===== src/rtl/exc_return_pkg.sv =====
// Shared types for the exception return unit.
// Assumes: the two return strobes are each high for at most one cycle.
package exc_return_pkg;
    typedef enum logic [1:0] {
        RET_NONE = 2'd0,
        RET_EXC  = 2'd1,
        RET_NMI  = 2'd2
    } ret_kind_e;
endpackage


===== src/rtl/status_pop.sv =====
// Combinational pop of the status word.
// What it does:
//   - keeps the top KEEP_HI bits in place;
//   - drops the DROP bits below them;
//   - shifts the remaining low bits right by SHIFT;
//   - applies the pending-flag and NMI-flag rules.
// Assumes: every flag position lies below W.
module status_pop #(
    parameter int W       = 32,
    parameter int KEEP_HI = 2,
    parameter int DROP    = 2,
    parameter int SHIFT   = 10,
    parameter int P_BIT   = 7,
    parameter int R_BIT   = 8,
    parameter int M_BIT   = 9
) (
    input  logic [W-1:0] old_i,
    input  logic         nmi_i,
    output logic [W-1:0] new_o
);
    localparam int LOW_W = W - KEEP_HI - DROP;
    localparam logic [W-1:0] HI_MASK  = {{KEEP_HI{1'b1}}, {(W-KEEP_HI){1'b0}}};
    localparam logic [W-1:0] LOW_MASK = {{(W-LOW_W){1'b0}}, {LOW_W{1'b1}}};

    // Build the popped word, then apply the flag rules.
    always_comb begin
        new_o = (old_i & HI_MASK) | ((old_i & LOW_MASK) >> SHIFT);
        if (!old_i[R_BIT]) new_o[P_BIT] = 1'b1;
        if (nmi_i)         new_o[M_BIT] = 1'b1;
    end
endmodule


===== src/rtl/stack_swap.sv =====
// Chooses the next stack pointer, and says whether the kernel stack
// pointer must be captured.
// Assumes: user_mode_i is taken from the already-popped status word.
module stack_swap #(
    parameter int W = 32
) (
    input  logic         user_mode_i,
    input  logic [W-1:0] sp_i,
    input  logic [W-1:0] usp_i,
    output logic [W-1:0] sp_next_o,
    output logic         ksp_we_o
);
    // Going back to user mode swaps in the user stack pointer.
    always_comb begin
        sp_next_o = user_mode_i ? usp_i : sp_i;
        ksp_we_o  = user_mode_i;
    end
endmodule


===== src/rtl/exc_return_unit.sv =====
// Top of the exception return unit.
// What it does:
//   - decodes the return strobes (both high means an NMI return);
//   - pops the status word and picks the stack pointer;
//   - registers the results, one cycle of latency.
// Assumes: synchronous active-low reset; the strobes last one cycle.
module exc_return_unit #(
    parameter int W       = 32,
    parameter int KEEP_HI = 2,
    parameter int DROP    = 2,
    parameter int SHIFT   = 10,
    parameter int U_BIT   = 6,
    parameter int P_BIT   = 7,
    parameter int R_BIT   = 8,
    parameter int M_BIT   = 9
) (
    input  logic         clk,
    input  logic         rst_n,
    input  logic         ret_exc_i,
    input  logic         ret_nmi_i,
    input  logic [W-1:0] status_i,
    input  logic [W-1:0] sp_i,
    input  logic [W-1:0] usp_i,
    output logic [W-1:0] status_o,
    output logic [W-1:0] sp_o,
    output logic [W-1:0] ksp_o,
    output logic         done_o
);
    import exc_return_pkg::*;

    ret_kind_e    kind;
    logic [W-1:0] popped;
    logic [W-1:0] sp_next;
    logic         ksp_we;

    // Decode the strobes; NMI wins when both are high.
    always_comb begin
        if (ret_nmi_i)      kind = RET_NMI;
        else if (ret_exc_i) kind = RET_EXC;
        else                kind = RET_NONE;
    end

    status_pop #(
        .W(W), .KEEP_HI(KEEP_HI), .DROP(DROP), .SHIFT(SHIFT),
        .P_BIT(P_BIT), .R_BIT(R_BIT), .M_BIT(M_BIT)
    ) u_pop (
        .old_i (status_i),
        .nmi_i (kind == RET_NMI),
        .new_o (popped)
    );

    stack_swap #(.W(W)) u_swap (
        .user_mode_i (popped[U_BIT]),
        .sp_i        (sp_i),
        .usp_i       (usp_i),
        .sp_next_o   (sp_next),
        .ksp_we_o    (ksp_we)
    );

    // Register the results when a return occurs.
    always_ff @(posedge clk) begin
        if (!rst_n) begin
            status_o <= '0;
            sp_o     <= '0;
            ksp_o    <= '0;
            done_o   <= 1'b0;
        end else begin
            done_o <= (kind != RET_NONE);
            if (kind != RET_NONE) begin
                status_o <= popped;
                sp_o     <= sp_next;
                if (ksp_we) ksp_o <= sp_i;
            end
        end
    end

    // done follows a strobe by exactly one cycle.
    a_r8_done_follows: assert property (@(posedge clk) disable iff (!rst_n)
        (ret_exc_i || ret_nmi_i) |=> done_o);
    // outputs hold when there is no strobe.
    a_r8_hold: assert property (@(posedge clk) disable iff (!rst_n)
        (!ret_exc_i && !ret_nmi_i) |=> ($stable(status_o) && $stable(sp_o) && $stable(ksp_o) && !done_o));
    // pending flag set when restart was clear.
    a_r3_pending: assert property (@(posedge clk) disable iff (!rst_n)
        ((ret_exc_i || ret_nmi_i) && !status_i[R_BIT]) |=> status_o[P_BIT]);
    // an NMI return sets the NMI-return flag.
    a_r6_nmi_flag: assert property (@(posedge clk) disable iff (!rst_n)
        ret_nmi_i |=> status_o[M_BIT]);
    // a return to user mode loads the user stack pointer.
    a_r4_user_sp: assert property (@(posedge clk) disable iff (!rst_n)
        (done_o && status_o[U_BIT]) |-> (sp_o == $past(usp_i) && ksp_o == $past(sp_i)));
    // a return to kernel mode keeps sp and the saved kernel sp.
    a_r5_kernel_sp: assert property (@(posedge clk) disable iff (!rst_n)
        (done_o && !status_o[U_BIT]) |-> (sp_o == $past(sp_i) && $stable(ksp_o)));
endmodule


===== config.mk =====
export PLATFORM = sky130hd
export DESIGN_NAME = exc_return_unit
export DESIGN_NICKNAME = d
export VERILOG_FILES = /design/src/rtl/exc_return_pkg.sv /design/src/rtl/status_pop.sv /design/src/rtl/stack_swap.sv /design/src/rtl/exc_return_unit.sv
export SDC_FILE = /design/constraint.sdc
export NUM_CORES = 1
export LEC_CHECK = 0
export ABC_AREA = 0
export BUFFER_PORTS_ARGS = -buffer_cell sky130_fd_sc_hd__clkbuf_2
export CAP_MARGIN = 0
export CORE_MARGIN = 2
export CORE_UTILIZATION = 40
export DETAILED_ROUTE_END_ITERATION = 8
export GPL_TIMING_DRIVEN = 0
export PLACE_DENSITY = 0.72
export SYNTH_ARGS = -nofsm -noshare
export SYNTH_HDL_FRONTEND = slang
export SYNTH_SLANG_ARGS = --single-unit

===== constraint.sdc =====
create_clock -name clk -period 1.1 [get_ports clk]
set_input_delay 0.055 -clock clk [delete_from_list [all_inputs] [get_ports clk]]
set_output_delay 0.055 -clock clk [all_outputs]
set_load 0.01 [all_outputs]

==> flow_metrics.py <==
metrics = {
    "layout": {
        "fillers": 791,
        "mostFrequentLayoutCell": "clkbuf_2",
        "layout-drive-gt1-share": 0.350,
        "antennaDiodeCount": 0,
        "fin_nets": 744,
        "area_growth_pct": 49.6,
        "layout_common_cells": "170 x clkbuf_2, 85 x dfxtp_1, 65 x mux2i_1",
    },
    "routing": {
        "wl_per_cell_um": 15.1,
        "via_per_inst": 4.97,
        "vias": 3778,
        "ant_nets": 0,
        "first_pass_iters": 4,
        "drc": 0,
        "routed_wl_um": 11500,
        "drt_iter0_markers": 97,
    },
    "global_route": {
        "grt-ovfl-total": 0,
        "grt.total_usage": 0.228,
        "grt_pass1_vias": 3820,
        "antenna_found_initial": 0,
        "grt_pass1_wl_um": 18400,
        "grt_max_degree": 15,
    },
    "run_status": {
        "violations": "negative hold slack",
        "status": "complete, but fails checks",
    },
    "floorplan": {
        "row_count": 35,
        "dieArea_um2": 10100,
        "chipHeight_um": 101,
        "die_x_um": 101,
        "pin_count": 197,
        "initial_utilization": 0.408,
        "core_area_um2": 9150,
    },
    "flow_run": {
        "drv_cap": 0,
    },
    "synthesis": {
        "syn_inst": 393,
        "synth.distinct_cells": 20,
        "synth.avg_cell_area_um2": 9.50,
        "synth_seq_cells": 85,
        "syn-cell-area_um2": 3730,
        "ys.warnings.count": 0,
        "seq_area_frac_synth": 0.456,
    },
    "setup_path": {
        "worstPathMaxFanout": 2,
        "crit_chain": "or3b_2 -> a21oi_1",
        "critPathTopFamily": "simple AND/OR/NAND/NOR gates",
        "worst-path-buf-inv": 0,
        "worst-setup-path-type": "reg -> reg",
        "slowest_stage": "or3b_2",
        "required_ns": 1.38,
        "crit_arrival_ns": 1.28,
        "start_kind": "register",
        "crit_path_end_kind": "register",
        "critPathMaxStageDelay_ns": 0.44,
        "reg2reg_slack_ns": 0.1,
    },
    "sta": {
        "fin_ws_ns": 0.0975,
        "rsz0062_at_grt": "no",
        "final_max_slew_viol_count": 0,
        "finalSetupViolCount": 0,
        "fin_crit_sh": 0.911,
        "whs_ns": -0.000247,
        "finalHoldViolations": 1,
        "slew_headroom": 0.652,
        "max_freq_mhz": 998,
        "fin_setup_tns_ns": 0,
        "fin_crit_ns": 1.00,
        "clock_skew_ns": 0,
        "worst_pin_slew_ns": 0.523,
    },
    "placement": {
        "post-dp-hpwl_um": 7840,
        "dp_slack_ns": 0.0174,
        "routabilityCongestion": 0.793,
        "portBuffers": 169,
    },
    "cts": {
        "cts.clk_slew.worst_paths_ns": 0.09,
        "clock_latency_ns": 0.35,
        "cts_tree": "done",
        "post_cts_buffers": 0,
        "cts_made_buffers": 9,
        "holdBufCountCts": 60,
        "cts_root_buf": "clkbuf_8",
        "post_cts_resized": 0,
        "clock_path_buffers": 2,
        "cts_max_level": 3,
        "clkSinkCount": 85,
    },
    "power": {
        "power_leakage_uw": 0.00277,
        "p_per_area_nw_per_um2": 1310,
        "vdd_drop_max_mv": 0.641,
    },
    "hold_path": {
        "hold_class": "in -> reg",
    },
}
[logic make-up after synthesis]
group           synth area share
mux                        0.174
other cells              0.00100
compound gates             0.162
simple gates               0.111
flops                      0.456
buf+inv                   0.0955
[flip-flops by register name (all words and copies together), names as in the netlist]
register / cells
status_o: 20
sp_o: 32
done_o: 1
ksp_o: 32
[cell type report]
type	count	area, um^2	share of cell area
tap	111	139	0.0249
buffer	52	345	0.0618
clock buffer	11	141	0.0253
multi-input combinational	264	1720	0.307
clock inverter	5	83.8	0.0150
sequential	85	1700	0.305
inverter	3	11.3	0.00202
timing repair buffer	229	1450	0.259
[metal layers]
layer  global-route usage  part of all wire  vias up
met2                0.393              0.49      150
li1                     -                 -     1850
met1                0.276              0.43     1756
met3               0.0576             0.062       22
met4               0.0769             0.021        0
met5                    0                 0        -
[synthesized netlist by cell type]
| cell type | instances | area share |
|---|---|---|
| or3b_1 | 16 | 0.038 |
| mux2i_1 | 65 | 0.17 |
| buf_4 | 15 | 0.030 |
| conb_1 | 1 | 0.0010 |
| nor3_1 | 1 | 0.0013 |
| and2_1 | 1 | 0.0017 |
| o21ai_4 | 1 | 0.0044 |
| a21oi_1 | 51 | 0.068 |
| inv_1 | 3 | 0.0030 |
| buf_6 | 10 | 0.030 |
| a311oi_1 | 1 | 0.0023 |
| or2_1 | 1 | 0.0017 |
| dfxtp_1 | 85 | 0.46 |
| o21ai_0 | 17 | 0.023 |
| buf_2 | 14 | 0.019 |
| nand2_1 | 64 | 0.064 |
| clkbuf_1 | 12 | 0.012 |
| o31ai_1 | 32 | 0.064 |
| clkbuf_2 | 1 | 0.0013 |
| or3b_2 | 2 | 0.0047 |
[path summary, 6_finish.rpt]
| check | from | to | cells after the start |
|---|---|---|---|
| max | status_o[6] | status_o[6] | 2 |
| max reg2reg | status_o[6] | status_o[6] | 2 |
| min | usp_i[26] | sp_o[26] | 3 |
| min reg2reg | ksp_o[31] | ksp_o[31] | 2 |
[worst register-to-register path: cells and delay by family (launching register included)]
family	cells	cell delay [ns]
flip-flops	1	0.33
AND/OR/NAND/NOR	1	0.44
AO/OA/AOI/OAI	1	0.16
[stage by stage]
step / hold slack [ns] / cells / area (um^2) / total power (uW) / util
floorplan: 0.176 / 404 / 3770 / 4180 / -
global placement: 0.262 / 684 / 4760 / 4700 / 0.520
detailed placement: 0.283 / 684 / 4760 / 4720 / 0.520
CTS: 0.000616 / 760 / 5590 / 7360 / 0.610
global route: 0.00761 / 760 / 5590 / 7660 / 0.610
finish: -0.000247 / 760 / 5590 / 7340 / 0.610
[where the power goes]
part,switching (uW),internal (uW),total [uW]
Combinational,717,705,1420
Clock,1160,1350,2500
Sequential,118,3290,3410
Total,1990,5350,7340
Power figures use the tool's default switching activity.
